[src/rtl/dacc_pkg.sv]
package dacc_pkg;
   localparam int FIELDS_PER_WORD = 8;
   localparam int RIGHTS_W        = 2;
   localparam int CFG_BITS        = FIELDS_PER_WORD * RIGHTS_W;

   typedef enum logic [1:0] {
      RC_DENY_A = 2'b00,
      RC_DENY_B = 2'b01,
      RC_READ   = 2'b10,
      RC_FULL   = 2'b11
   } rights_e;

   typedef enum logic {
      SIDE_CL = 1'b0,
      SIDE_CT = 1'b1
   } side_e;

   // true when the code permits the requested direction
   function automatic logic rights_allow(input logic [1:0] code, input logic is_write);
      if (is_write) rights_allow = (code == RC_FULL);
      else          rights_allow = (code == RC_READ) || (code == RC_FULL);
   endfunction
endpackage

[src/rtl/dacc_rights_file.sv]
module dacc_rights_file
   import dacc_pkg::*;
#(
   parameter int NUM_BLOCKS = 16,
   parameter int IDX_W      = 4,
   parameter int WORD_W     = 1
) (
   input  logic                  clk,
   input  logic                  rst_n,
   input  logic                  cfg_we,
   input  logic                  cfg_side,
   input  logic [WORD_W-1:0]     cfg_word,
   input  logic [CFG_BITS-1:0]   cfg_data,
   input  logic                  look_side,
   input  logic [IDX_W-1:0]      look_idx,
   output logic [RIGHTS_W-1:0]   look_code
);
   localparam int NUM_SIDES = 2;

   logic [RIGHTS_W-1:0] codes [NUM_SIDES][NUM_BLOCKS];

   always_ff @(posedge clk or negedge rst_n) begin
      if (!rst_n) begin
         for (int s = 0; s < NUM_SIDES; s++) begin
            for (int b = 0; b < NUM_BLOCKS; b++) begin
               codes[s][b] <= RC_DENY_A;
            end
         end
      end else if (cfg_we) begin
         for (int b = 0; b < NUM_BLOCKS; b++) begin
            if ((b / FIELDS_PER_WORD) == int'(cfg_word)) begin
               codes[cfg_side][b] <= cfg_data[(b % FIELDS_PER_WORD)*RIGHTS_W +: RIGHTS_W];
            end
         end
      end
   end

   assign look_code = codes[look_side][look_idx];
endmodule

[src/rtl/dacc_arbiter.sv]
module dacc_arbiter (
   input  logic clk,
   input  logic rst_n,
   input  logic cl_valid,
   input  logic ct_valid,
   input  logic idle,
   output logic pick_any,
   output logic pick_ct,
   output logic mode_ct
);
   // the side that was served last keeps priority
   always_comb begin
      pick_any = idle && (cl_valid || ct_valid);
      if (mode_ct) pick_ct = ct_valid;
      else         pick_ct = ct_valid && !cl_valid;
   end

   always_ff @(posedge clk or negedge rst_n) begin
      if (!rst_n)        mode_ct <= 1'b0;
      else if (pick_any) mode_ct <= pick_ct;
   end
endmodule

[src/rtl/dacc_block_store.sv]
module dacc_block_store #(
   parameter int NUM_BLOCKS     = 16,
   parameter int IDX_W          = 4,
   parameter int BLOCK_BITS     = 32,
   parameter bit CLEAR_ON_RESET = 1'b1
) (
   input  logic                  clk,
   input  logic                  rst_n,
   input  logic                  wr_en,
   input  logic [IDX_W-1:0]      wr_idx,
   input  logic [BLOCK_BITS-1:0] wr_data,
   input  logic [IDX_W-1:0]      rd_idx,
   output logic [BLOCK_BITS-1:0] rd_data
);
   logic [BLOCK_BITS-1:0] mem [NUM_BLOCKS];

   generate
      if (CLEAR_ON_RESET) begin : g_clear
         always_ff @(posedge clk or negedge rst_n) begin
            if (!rst_n) begin
               for (int i = 0; i < NUM_BLOCKS; i++) mem[i] <= '0;
            end else if (wr_en) begin
               mem[wr_idx] <= wr_data;
            end
         end
      end else begin : g_keep
         logic rst_seen;
         always_ff @(posedge clk) begin
            rst_seen <= rst_n;
            if (wr_en) mem[wr_idx] <= wr_data;
         end
      end
   endgenerate

   assign rd_data = mem[rd_idx];
endmodule

[src/rtl/dacc_access_guard.sv]
module dacc_access_guard
   import dacc_pkg::*;
#(
   parameter int NUM_SECTORS     = 4,
   parameter int BLKS_PER_SECTOR = 4,
   parameter int BLOCK_BITS      = 32,
   parameter bit CLEAR_ON_RESET  = 1'b1,
   localparam int SEC_W      = $clog2(NUM_SECTORS),
   localparam int BLK_W      = $clog2(BLKS_PER_SECTOR),
   localparam int NUM_BLOCKS = NUM_SECTORS * BLKS_PER_SECTOR,
   localparam int IDX_W      = SEC_W + BLK_W,
   localparam int NUM_WORDS  = NUM_BLOCKS / FIELDS_PER_WORD,
   localparam int WORD_W     = (NUM_WORDS > 1) ? $clog2(NUM_WORDS) : 1
) (
   input  logic                  clk,
   input  logic                  rst_n,
   input  logic                  cl_valid,
   output logic                  cl_ready,
   input  logic [SEC_W-1:0]      cl_sector,
   input  logic [BLK_W-1:0]      cl_block,
   input  logic                  cl_write,
   input  logic [BLOCK_BITS-1:0] cl_wdata,
   output logic                  cl_done,
   output logic                  cl_err,
   output logic [BLOCK_BITS-1:0] cl_rdata,
   input  logic                  ct_valid,
   output logic                  ct_ready,
   input  logic [SEC_W-1:0]      ct_sector,
   input  logic [BLK_W-1:0]      ct_block,
   input  logic                  ct_write,
   input  logic [BLOCK_BITS-1:0] ct_wdata,
   output logic                  ct_done,
   output logic                  ct_err,
   output logic [BLOCK_BITS-1:0] ct_rdata,
   input  logic                  cfg_we,
   input  logic                  cfg_side,
   input  logic [WORD_W-1:0]     cfg_word,
   input  logic [CFG_BITS-1:0]   cfg_data,
   output logic                  mode_ct
);
   // elaboration-time parameter checks
   if (NUM_SECTORS < 2 || (NUM_SECTORS & (NUM_SECTORS - 1)) != 0) begin : g_bad_sectors
      $error("NUM_SECTORS must be a power of two of at least 2");
   end
   if (BLKS_PER_SECTOR < 2 || (BLKS_PER_SECTOR & (BLKS_PER_SECTOR - 1)) != 0) begin : g_bad_blocks
      $error("BLKS_PER_SECTOR must be a power of two of at least 2");
   end
   if (NUM_BLOCKS % FIELDS_PER_WORD != 0) begin : g_bad_words
      $error("total block count must fill whole protection words");
   end
   if (BLOCK_BITS < 8) begin : g_bad_width
      $error("BLOCK_BITS must be at least 8");
   end

   // request register for the single transaction in progress
   typedef struct packed {
      logic                  side;
      logic                  write;
      logic [IDX_W-1:0]      idx;
      logic [BLOCK_BITS-1:0] wdata;
   } req_t;

   logic busy;
   req_t req_q;
   logic pick_any, pick_ct;
   logic [RIGHTS_W-1:0] code;
   logic grant;
   logic [BLOCK_BITS-1:0] blk_rd;

   dacc_arbiter u_arb (
      .clk      (clk),
      .rst_n    (rst_n),
      .cl_valid (cl_valid),
      .ct_valid (ct_valid),
      .idle     (!busy),
      .pick_any (pick_any),
      .pick_ct  (pick_ct),
      .mode_ct  (mode_ct)
   );

   assign cl_ready = pick_any && !pick_ct;
   assign ct_ready = pick_any &&  pick_ct;

   always_ff @(posedge clk or negedge rst_n) begin
      if (!rst_n) begin
         busy  <= 1'b0;
         req_q <= '0;
      end else begin
         busy <= pick_any;
         if (pick_any) begin
            if (pick_ct) begin
               req_q.side  <= SIDE_CT;
               req_q.write <= ct_write;
               req_q.idx   <= {ct_sector, ct_block};
               req_q.wdata <= ct_wdata;
            end else begin
               req_q.side  <= SIDE_CL;
               req_q.write <= cl_write;
               req_q.idx   <= {cl_sector, cl_block};
               req_q.wdata <= cl_wdata;
            end
         end
      end
   end

   dacc_rights_file #(
      .NUM_BLOCKS (NUM_BLOCKS),
      .IDX_W      (IDX_W),
      .WORD_W     (WORD_W)
   ) u_rights (
      .clk       (clk),
      .rst_n     (rst_n),
      .cfg_we    (cfg_we),
      .cfg_side  (cfg_side),
      .cfg_word  (cfg_word),
      .cfg_data  (cfg_data),
      .look_side (req_q.side),
      .look_idx  (req_q.idx),
      .look_code (code)
   );

   assign grant = busy && rights_allow(code, req_q.write);

   dacc_block_store #(
      .NUM_BLOCKS     (NUM_BLOCKS),
      .IDX_W          (IDX_W),
      .BLOCK_BITS     (BLOCK_BITS),
      .CLEAR_ON_RESET (CLEAR_ON_RESET)
   ) u_store (
      .clk     (clk),
      .rst_n   (rst_n),
      .wr_en   (grant && req_q.write),
      .wr_idx  (req_q.idx),
      .wr_data (req_q.wdata),
      .rd_idx  (req_q.idx),
      .rd_data (blk_rd)
   );

   // response registers, one pulse per finished transaction
   always_ff @(posedge clk or negedge rst_n) begin
      if (!rst_n) begin
         cl_done  <= 1'b0;
         cl_err   <= 1'b0;
         cl_rdata <= '0;
         ct_done  <= 1'b0;
         ct_err   <= 1'b0;
         ct_rdata <= '0;
      end else begin
         cl_done  <= grant && (req_q.side == SIDE_CL);
         cl_err   <= busy && !grant && (req_q.side == SIDE_CL);
         cl_rdata <= (grant && (req_q.side == SIDE_CL) && !req_q.write) ? blk_rd : '0;
         ct_done  <= grant && (req_q.side == SIDE_CT);
         ct_err   <= busy && !grant && (req_q.side == SIDE_CT);
         ct_rdata <= (grant && (req_q.side == SIDE_CT) && !req_q.write) ? blk_rd : '0;
      end
   end
endmodule

[config.mk]
export PLATFORM = sky130hd
export DESIGN_NAME = dacc_access_guard
export DESIGN_NICKNAME = d
export VERILOG_FILES = /design/src/rtl/dacc_pkg.sv /design/src/rtl/dacc_rights_file.sv /design/src/rtl/dacc_arbiter.sv /design/src/rtl/dacc_block_store.sv /design/src/rtl/dacc_access_guard.sv
export SDC_FILE = /design/constraint.sdc
export NUM_CORES = 1
export LEC_CHECK = 0
export BUFFER_PORTS_ARGS = -buffer_cell sky130_fd_sc_hd__buf_2
export CORE_MARGIN = 5
export CORE_UTILIZATION = 65
export DETAILED_ROUTE_END_ITERATION = 8
export PLACE_DENSITY = 0.87
export SLEW_MARGIN = 20
export SYNTH_ARGS = -nofsm -noshare
export SYNTH_HDL_FRONTEND = slang
export SYNTH_SLANG_ARGS = --single-unit
export TNS_END_PERCENT = 20
[constraint.sdc]
create_clock -name clk -period 7.9 [get_ports clk]
set_input_delay 1.185 -clock clk [delete_from_list [all_inputs] [get_ports clk]]
set_output_delay 1.185 -clock clk [all_outputs]
set_load 0.01 [all_outputs]
==> results.json, run 1 <==
{
  "dieHeight_um": 225,
  "htree_levels": 3,
  "synth-warning-count": 0,
  "drive_gt1_share_pct": 53.6,
  "postCtsHoldBufs": 0,
  "gp_congestion": 0.794,
  "synthesis.instances": 1819,
  "synth-edff-count": 0,
  "cellLeakagePower_nw": 16.6,
  "critical_path_arrival_ns": 5.13,
  "final_period_minus_worst_setup_slack_ns": 4.65,
  "end_kind": "flip-flop",
  "powerDensity_nw_per_um2": 293,
  "timing.critical_path.fanout_max": 69,
  "port-buffer-count": 167,
  "number_of_antenna_violations_at_the_first_check_in_global_routing": 3,
  "global_route.usage.total_pct": 28.3,
  "combinational_family_with_the_most_area_after_synthesis": "multiplexers",
  "postSynthRegisterBits": 683,
  "grt_start_max_net_pins": 179,
  "totalWireLength_um": 69900,
  "yosys.area_share.simple_pct": 2.35,
  "postCtsSetupBuffers": 0,
  "floorplan.initialDensity_pct": 66.1,
  "max-slew-margin-rel_pct": 26.7,
  "first_pass_grt_wire_length_um": 111000,
  "cap_viol_max_count": 0,
  "ctsRootBufferMaster": "sky130_fd_sc_hd__clkbuf_16",
  "clkSlewWorstSetupHoldPaths_ns": 0.06,
  "final_min_period_over_clock_period_pct": 58.9,
  "timing.setup.critical_path_class": "reg -> reg",
  "via_count_of_the_first_global_routing_pass": 18900,
  "rsz0062_at_grt": "false",
  "antenna_left": 0,
  "share_of_the_synthesized_area_in_compound_gates_ao_oa_aoi_oai_pct": 2.49,
  "synth_xor_area_share_pct": 0,
  "cts.sink_count": 683,
  "detailroute.via_count": 17000,
  "tightestPinTransition_ns": 1.10,
  "synth_sequential_area_ratio_pct": 56.8,
  "worst_ir_drop_vdd_uv": 193,
  "asyncSetResetFlopFracSynth_pct": 100,
  "synth_top_flop_cell": "sky130_fd_sc_hd__dfrtp_1",
  "layout_overhead_on_the_synthesized_area_pct": 12.3,
  "grt_remaining_overflow": 0,
  "ys_types": 45,
  "timing.critical_path.from_type": "flip-flop",
  "syn_area_um2": 30100,
  "hpwl_dp_um": 40100,
  "drc": 0,
  "clock_skew_ns": 0.0280,
  "drt-pass1-iter-count": 6,
  "status": "finished, final reports clean",
  "timing.final.max_slew_violations": 0,
  "placed_cells": 2476,
  "required_ns": 8.38,
  "syn_nets": 1916,
  "synth_fa_ha_area_share_pct": 0,
  "cts_made_buffers": 70,
  "drt-initial-drc-count": 1619,
  "synth_area_per_cell_um2": 16.6,
  "cts_tree": "yes",
  "min_path_type": "reg -> reg",
  "post_drt_via_cell_ratio": 6.54,
  "design.die.area_um2": 50700,
  "core.rowCount": 78,
  "cts_repair_resize_count": 0,
  "die_width_um": 225,
  "timing.final.setup_violations": 0,
  "finalHoldViolations": 0,
  "final.setup.tns_ns": 0,
  "finish.net_count": 2046,
  "max_freq_mhz": 215,
  "post_drt_wl_per_cell_um": 26.8,
  "instances_no_fill": 2606,
  "boundaryPins": 168,
  "post_synth_mux_area_share_pct": 35.4,
  "core_region_area_um2": 45600,
  "clk-insertion-delay-late_ns": 0.61,
  "ctsLongestPathBuffers": 3
}
==> placed cells by master, fill, tap and decap left out, types with 2 or more instances in the layout <==
master,Yosys,layout
sky130_fd_sc_hd__mux4_1,3,3
sky130_fd_sc_hd__nand2b_1,5,5
sky130_fd_sc_hd__mux4_2,163,163
sky130_fd_sc_hd__dfrtp_1,683,679
sky130_fd_sc_hd__mux2_4,60,60
sky130_fd_sc_hd__clkbuf_8,0,22
sky130_fd_sc_hd__nor2b_1,4,4
sky130_fd_sc_hd__mux2_2,507,507
sky130_fd_sc_hd__a2111oi_4,7,7
sky130_fd_sc_hd__and3_1,2,2
sky130_fd_sc_hd__buf_8,1,2
sky130_fd_sc_hd__bufinv_16,0,4
sky130_fd_sc_hd__buf_2,30,166
sky130_fd_sc_hd__mux2_1,15,15
sky130_fd_sc_hd__a211oi_4,0,3
sky130_fd_sc_hd__dfrtp_2,0,2
sky130_fd_sc_hd__a22oi_1,6,6
sky130_fd_sc_hd__dfrtp_4,0,2
sky130_fd_sc_hd__o211ai_1,4,4
sky130_fd_sc_hd__nor2_1,10,10
sky130_fd_sc_hd__nand4_1,2,2
sky130_fd_sc_hd__a222oi_1,37,37
sky130_fd_sc_hd__nor3_4,0,4
sky130_fd_sc_hd__inv_6,0,5
sky130_fd_sc_hd__nand2_1,9,9
sky130_fd_sc_hd__inv_1,40,40
sky130_fd_sc_hd__a2111o_2,0,2
sky130_fd_sc_hd__buf_4,15,35
sky130_fd_sc_hd__a21oi_1,2,2
sky130_fd_sc_hd__clkbuf_1,80,15
sky130_fd_sc_hd__clkbuf_16,0,73
sky130_fd_sc_hd__nand3b_1,4,4
sky130_fd_sc_hd__and2_1,64,64
sky130_fd_sc_hd__nand3_1,6,6
sky130_fd_sc_hd__clkinv_2,0,8
sky130_fd_sc_hd__buf_12,0,3
sky130_fd_sc_hd__mux2i_1,14,14
==> through the flow <==
stage / power [W] / hold slack, ns / utilization (%) / area [um^2] / worst slack (ns)
floorplan: 0.00591 / 0.452 / - / 30100 / 4.93
global placement: 0.00638 / 0.463 / 68.9 / 31400 / 3.45
detailed placement: 0.00652 / 0.474 / 68.9 / 31400 / 3.37
CTS: 0.00995 / 0.488 / 74.1 / 33800 / 3.34
global route: 0.0103 / 0.505 / 74.2 / 33800 / 3.12
finish: 0.00991 / 0.484 / 74.2 / 33800 / 3.25
==> cells by family (layout without fill, tap and decap cells) <==
logic type,after synthesis,in the layout
other cells,0,1
buf+inv,189,375
simple gates,117,117
mux,762,762
flops,683,683
compound gates,68,68
==> cells in the mapped netlist (2+ instances only) <==
library cell	instances	area, um^2
sky130_fd_sc_hd__a222oi_1	37	370
sky130_fd_sc_hd__buf_1	13	48.8
sky130_fd_sc_hd__mux2_1	15	169
sky130_fd_sc_hd__mux2_2	507	5710
sky130_fd_sc_hd__mux2_4	60	901
sky130_fd_sc_hd__dfrtp_1	683	17100
sky130_fd_sc_hd__nor2_1	10	37.5
sky130_fd_sc_hd__nand2b_1	5	31.3
sky130_fd_sc_hd__mux2i_1	14	140
sky130_fd_sc_hd__buf_2	30	150
sky130_fd_sc_hd__a21oi_1	2	10.0
sky130_fd_sc_hd__nand3_1	6	30.0
sky130_fd_sc_hd__o211ai_1	4	30.0
sky130_fd_sc_hd__a22oi_1	6	45.0
sky130_fd_sc_hd__mux4_2	163	3670
sky130_fd_sc_hd__nor2b_1	4	25.0
sky130_fd_sc_hd__a211oi_1	3	22.5
sky130_fd_sc_hd__nand2_1	9	33.8
sky130_fd_sc_hd__nand3b_1	4	30.0
sky130_fd_sc_hd__a2111oi_4	7	193
sky130_fd_sc_hd__nor3_2	4	40.0
sky130_fd_sc_hd__clkbuf_1	80	300
sky130_fd_sc_hd__and3_1	2	12.5
sky130_fd_sc_hd__nand4_1	2	12.5
sky130_fd_sc_hd__buf_4	15	113
sky130_fd_sc_hd__inv_1	40	150
sky130_fd_sc_hd__a2111o_1	2	22.5
sky130_fd_sc_hd__buf_6	10	113
sky130_fd_sc_hd__and2_1	64	400
sky130_fd_sc_hd__mux4_1	3	78.8
==> per-layer routing <==
| metal | global-route usage, % | wire, um | up-vias | part of all wire (%) |
|---|---|---|---|---|
| met5 | 0 | 21 | - | 0.030 |
| met4 | 9.78 | 1940 | 4 | 2.8 |
| met3 | 5.56 | 4570 | 151 | 6.5 |
| met2 | 46.5 | 35500 | 627 | 51 |
| met1 | 38.6 | 27800 | 9206 | 40 |
| li1 | - | - | 7046 | - |
==> sequential cells by signal, indices dropped and copies added (netlist names) <==
register	flops
u_rights.codes	64
ct_rdata	32
ct_done	1
ct_err	1
busy	1
u_arb.mode_ct	1
cl_err	1
u_store.mem	512
cl_rdata	32
req_q	37
cl_done	1
==> power by group <==
part	internal (W)	switching [W]	leakage, nW
clock	0.00204	0.00137	1.19
combinational	0.00104	0.000751	6.13
sequential	0.00412	0.000591	9.27
==> worst paths after layout <==
kind                                 start                 end  slack, ns  depth (start not counted)
setup / recovery                 req_q[33]    u_store.mem[180]       3.25                          7
hold / removal             u_store.mem[67]     u_store.mem[67]       0.48                          1
setup reg to reg                 req_q[33]    u_store.mem[180]       3.25                          7
hold reg to reg            u_store.mem[67]     u_store.mem[67]       0.48                          1
max in group asynchronous            rst_n    u_store.mem[207]       5.68                          2
min in group asynchronous            rst_n  u_rights.codes[51]       0.64                          1
==> final cells by class <==
| cell class | count | area, um^2 |
|---|---|---|
| antenna | 1 | 2.50 |
| clock buffer | 110 | 2190 |
| clock inverter | 18 | 211 |
| fill | 2587 | 11800 |
| inverter | 40 | 150 |
| multi-input combinational | 947 | 12200 |
| sequential | 683 | 17100 |
| tap | 600 | 751 |
| timing repair buffer | 207 | 1190 |
==> critical path, stage by stage, from the launching register on <==
cell and delay (ns):
sky130_fd_sc_hd__dfrtp_4 1.13, sky130_fd_sc_hd__mux4_2 0.38, sky130_fd_sc_hd__a22oi_1 0.08, sky130_fd_sc_hd__nand3_1 0.16
sky130_fd_sc_hd__nand4_2 0.63, sky130_fd_sc_hd__a2111oi_4 1.11, sky130_fd_sc_hd__buf_4 0.58, sky130_fd_sc_hd__mux2_2 0.40
Note: power is estimated with default switching activity, not from simulation.
==> inputs of run 2 (changes only) <==
--- a/config.mk
+++ b/config.mk
@@ -5,11 +5,12 @@
 export SDC_FILE = /design/constraint.sdc
 export NUM_CORES = 1
 export LEC_CHECK = 0
+export ABC_AREA = 1
 export BUFFER_PORTS_ARGS = -buffer_cell sky130_fd_sc_hd__buf_2
 export CORE_MARGIN = 5
-export CORE_UTILIZATION = 65
+export CORE_UTILIZATION = 55
 export DETAILED_ROUTE_END_ITERATION = 8
-export PLACE_DENSITY = 0.87
+export PLACE_DENSITY = 0.79
 export SLEW_MARGIN = 20
 export SYNTH_ARGS = -nofsm -noshare
 export SYNTH_HDL_FRONTEND = slang
==> constraint.sdc (replaced) <==
create_clock -name clk -period 4.11 [get_ports clk]
set_input_delay 0.6165 -clock clk [delete_from_list [all_inputs] [get_ports clk]]
set_output_delay 0.6165 -clock clk [all_outputs]
set_load 0.01 [all_outputs]
==> run 2 against run 1 <==
Net effect: total power rose by 110%; critical path depth rose by 6; sequential share of layout area fell by 0.94 points; non-clock buffer count rose by 56; fmax rose by 45%; hold slack got worse by 0.29 ns; wire length rose by 39%; cell count rose by 69%; via count rose by 61%; clock-buffer cell count fell by 18; flip-flop and latch count did not move.
==> results.json, run 2 <==
{
  "finalHoldViolations": 0,
  "synth_top_flop_cell": "sky130_fd_sc_hd__dfrtp_1",
  "min_path_type": "in -> reg",
  "yosysMostFrequentCell": "sky130_fd_sc_hd__nand2_1",
  "ctsLongestPathBuffers": 3,
  "synth.top_cells.by_count": "sky130_fd_sc_hd__nand2_1 (1,273), sky130_fd_sc_hd__dfrtp_1 (683), sky130_fd_sc_hd__nand3_1 (582), sky130_fd_sc_hd__a22oi_1 (248), sky130_fd_sc_hd__clkbuf_1 (202)",
  "port-buffer-count": 167,
  "timing.final.max_slew_violations": 0,
  "core.rowCount": 86,
  "rsz0062_at_grt": "false",
  "critical_path.max_stage_delay_ns": 0.72,
  "num_antenna_cells": 0,
  "synthTopCellsByArea": "sky130_fd_sc_hd__dfrtp_1 (55%), sky130_fd_sc_hd__nand2_1 (15%), sky130_fd_sc_hd__nand3_1 (9.4%), sky130_fd_sc_hd__a22oi_1 (6.0%), sky130_fd_sc_hd__clkbuf_1 (2.5%)",
  "net-switching-power_w": 0.00701,
  "post_drt_wl_per_cell_um": 22.1,
  "global_route.usage.total_pct": 31.9,
  "grt_start_max_net_pins": 123,
  "design.die.area_um2": 60900,
  "finish.net_count": 3689,
  "asyncSetResetFlopFracSynth_pct": 100,
  "largest_register_ff_count": 512,
  "htree_levels": 3,
  "largestRegisters": "u_store.mem x512, u_rights.codes x64, req_q x37",
  "synth_area_per_cell_um2": 8.60,
  "clkSlewWorstSetupHoldPaths_ns": 0.06,
  "final_min_period_over_clock_period_pct": 78.3,
  "via_count_of_the_first_global_routing_pass": 26900,
  "drt-initial-drc-count": 4005,
  "antenna_left": 0,
  "synth-edff-count": 0,
  "synth_sequential_area_ratio_pct": 55.4,
  "drc": 0,
  "timing.critical_path.from_type": "flip-flop",
  "gp_congestion": 0.843,
  "timing.critical_path.fanout_max": 31,
  "p_int_w": 0.0134,
  "required_ns": 4.60,
  "syn_area_um2": 30800,
  "clock_skew_ns": 0.0281,
  "cellLeakagePower_nw": 17.7,
  "boundaryPins": 168,
  "seq_area_um2": 17100,
  "totalWireLength_um": 97300,
  "tightestPinTransition_ns": 1.18,
  "layout_overhead_on_the_synthesized_area_pct": 11.6,
  "dieHeight_um": 247,
  "final.setup.tns_ns": 0,
  "final_period_minus_worst_setup_slack_ns": 3.22,
  "post_drt_via_cell_ratio": 6.24,
  "worst_path_dominant_cell_family": "simple AND/OR/NAND/NOR gates",
  "total_power_w": 0.0204,
  "seqPwrFrac_pct": 46.6,
  "floorplan.initialDensity_pct": 55.8,
  "ys_types": 31,
  "dp_slack_ns": 1.01,
  "grt_remaining_overflow": 0,
  "postSynthRegisterBits": 683,
  "max-slew-margin-rel_pct": 21.2,
  "drt-pass1-iter-count": 6,
  "share_clk_of_total_power_pct": 32.7,
  "final_cell_mix": "sky130_fd_sc_hd__nand2_1 (1,269), sky130_fd_sc_hd__dfrtp_1 (683), sky130_fd_sc_hd__nand3_1 (579)",
  "cts_tree": "yes",
  "worst_ir_drop_vdd_uv": 380,
  "postCtsSetupBuffers": 0,
  "max_freq_mhz": 311,
  "timing.setup.critical_path_class": "reg -> reg",
  "registers.top_by_ff_count": "u_store.mem",
  "timing.final.setup_violations": 0,
  "synth-warning-count": 0,
  "cap_viol_max_count": 0,
  "critical_path_arrival_ns": 3.71,
  "first_pass_grt_wire_length_um": 153000,
  "critPathBufInv": 3,
  "drive_gt1_share_pct": 11.8,
  "share_comb_of_total_power_pct": 20.7,
  "core_region_area_um2": 55300,
  "timing.critical_path.cells": "nand2_4 > inv_4 > nand3_1 > nand2_1 > nor2_1 > o21ai_0 > nor2_1 > nor2_4 > buf_4 > nand4_4 > buf_4 > nand2_1 > nand2_1",
  "detailroute.via_count": 27400,
  "critical_path.most_common_cell": "sky130_fd_sc_hd__nand2_1",
  "cp_slowest_cell": "sky130_fd_sc_hd__dfrtp_1",
  "end_kind": "flip-flop",
  "cts.sink_count": 683,
  "yosysTopAreaCellShare_pct": 55.4,
  "die_width_um": 247,
  "cell_type_with_the_largest_total_area_after_synthesis": "sky130_fd_sc_hd__dfrtp_1",
  "cts_made_buffers": 71,
  "area_used_by_multi_input_combinational_logic_um2": 11800,
  "powerDensity_nw_per_um2": 592,
  "clk-insertion-delay-late_ns": 0.62,
  "netSwitchingFraction_pct": 34.4,
  "number_of_antenna_violations_at_the_first_check_in_global_routing": 2,
  "ctsRootBufferMaster": "sky130_fd_sc_hd__clkbuf_16",
  "layout.cells.most_common": "sky130_fd_sc_hd__nand2_1",
  "setup_slack_ns": 0.894,
  "syn_nets": 3682,
  "num-fill-cells": 4589,
  "synthesis.instances": 3585,
  "status": "finished, final reports clean",
  "hpwl_dp_um": 54200
}
[run 2: power by group through the flow]
| stage | registers (W) | clock network (W) | logic (W) |
|---|---|---|---|
| 4_1_cts | 0.00943 | 0.00668 | 0.00413 |
| 3_3_place_gp | 0.00948 | 0 | 0.00399 |
| 6_report | 0.00950 | 0.00666 | 0.00421 |
| 5_1_grt | 0.00964 | 0.00698 | 0.00464 |
| 2_1_floorplan | 0.00888 | 0 | 0.00318 |
| 3_5_place_dp | 0.00951 | 0 | 0.00411 |
[run 2: cells by family (layout without fill, tap and decap cells)]
logic type | count (synthesis) | after routing | synth area share, %
compound gates | 465 | 465 | 9.63
flops | 683 | 683 | 55.4
buf+inv | 415 | 474 | 6.72
simple gates | 2022 | 2022 | 28.2
[run 2: worst paths after layout]
path | endpoint | slack (ns) | start | cells after the start
max | u_store.mem[362] | 0.89 | req_q[33] | 13
min | req_q[23] | 0.20 | cl_wdata[23] | 3
max in group asynchronous | u_store.mem[303] | 2.41 | rst_n | 4
min reg2reg | u_store.mem[316] | 0.47 | u_store.mem[316] | 2
max reg2reg | u_store.mem[362] | 0.89 | req_q[33] | 13
min in group asynchronous | req_q[30] | 0.48 | rst_n | 2
[run 2: area by class of cell]
type                       count  share of cell area, %
multi-input combinational   2487                   34.4
tap                          748                   2.72
sequential                   683                   49.7
clock inverter                33                   1.11
timing repair buffer         263                   5.34
clock buffer                  92                   5.84
inverter                      86                  0.952
[run 2: through the flow]
stage               area [um^2]  hold WS (ns)  instances  utilization (%)
floorplan                 30800         0.321       3585                -
detailed placement        32000         0.459       4265             57.8
CTS                       34400         0.169       4390             62.1
global placement          32000         0.454       4265             57.8
global route              34400         0.196       4392             62.2
finish                    34400         0.199       4392             62.2
[run 2: worst reg2reg max path, stage by stage, from the launching register on]
cell and delay, ns:
sky130_fd_sc_hd__dfrtp_1 0.72, sky130_fd_sc_hd__nand2_4 0.26, sky130_fd_sc_hd__inv_4 0.30, sky130_fd_sc_hd__nand3_1 0.12, sky130_fd_sc_hd__nand2_1 0.07, sky130_fd_sc_hd__nor2_1 0.05
sky130_fd_sc_hd__o21ai_0 0.17, sky130_fd_sc_hd__nor2_1 0.13, sky130_fd_sc_hd__nor2_4 0.41, sky130_fd_sc_hd__buf_4 0.25, sky130_fd_sc_hd__nand4_4 0.08, sky130_fd_sc_hd__buf_4 0.34
sky130_fd_sc_hd__nand2_1 0.15, sky130_fd_sc_hd__nand2_1 0.06
[run 2: what timing repair did]
| item | in CTS | in global routing |
|---|---|---|
| hold endpoints to repair | 0 | 40 |
| gates resized for setup | 0 | 0 |
| hold buffers | 0 | 1 |
[run 2: per-layer routing]
layer	track usage [%]	wire, um	vias up	share of wire (%)
li1	-	-	11900	-
met1	42.3	36800	13300	38
met2	50.0	44800	1809	46
met3	7.90	10800	372	11
met4	14.5	4850	0	5.0
met5	0	0	-	0
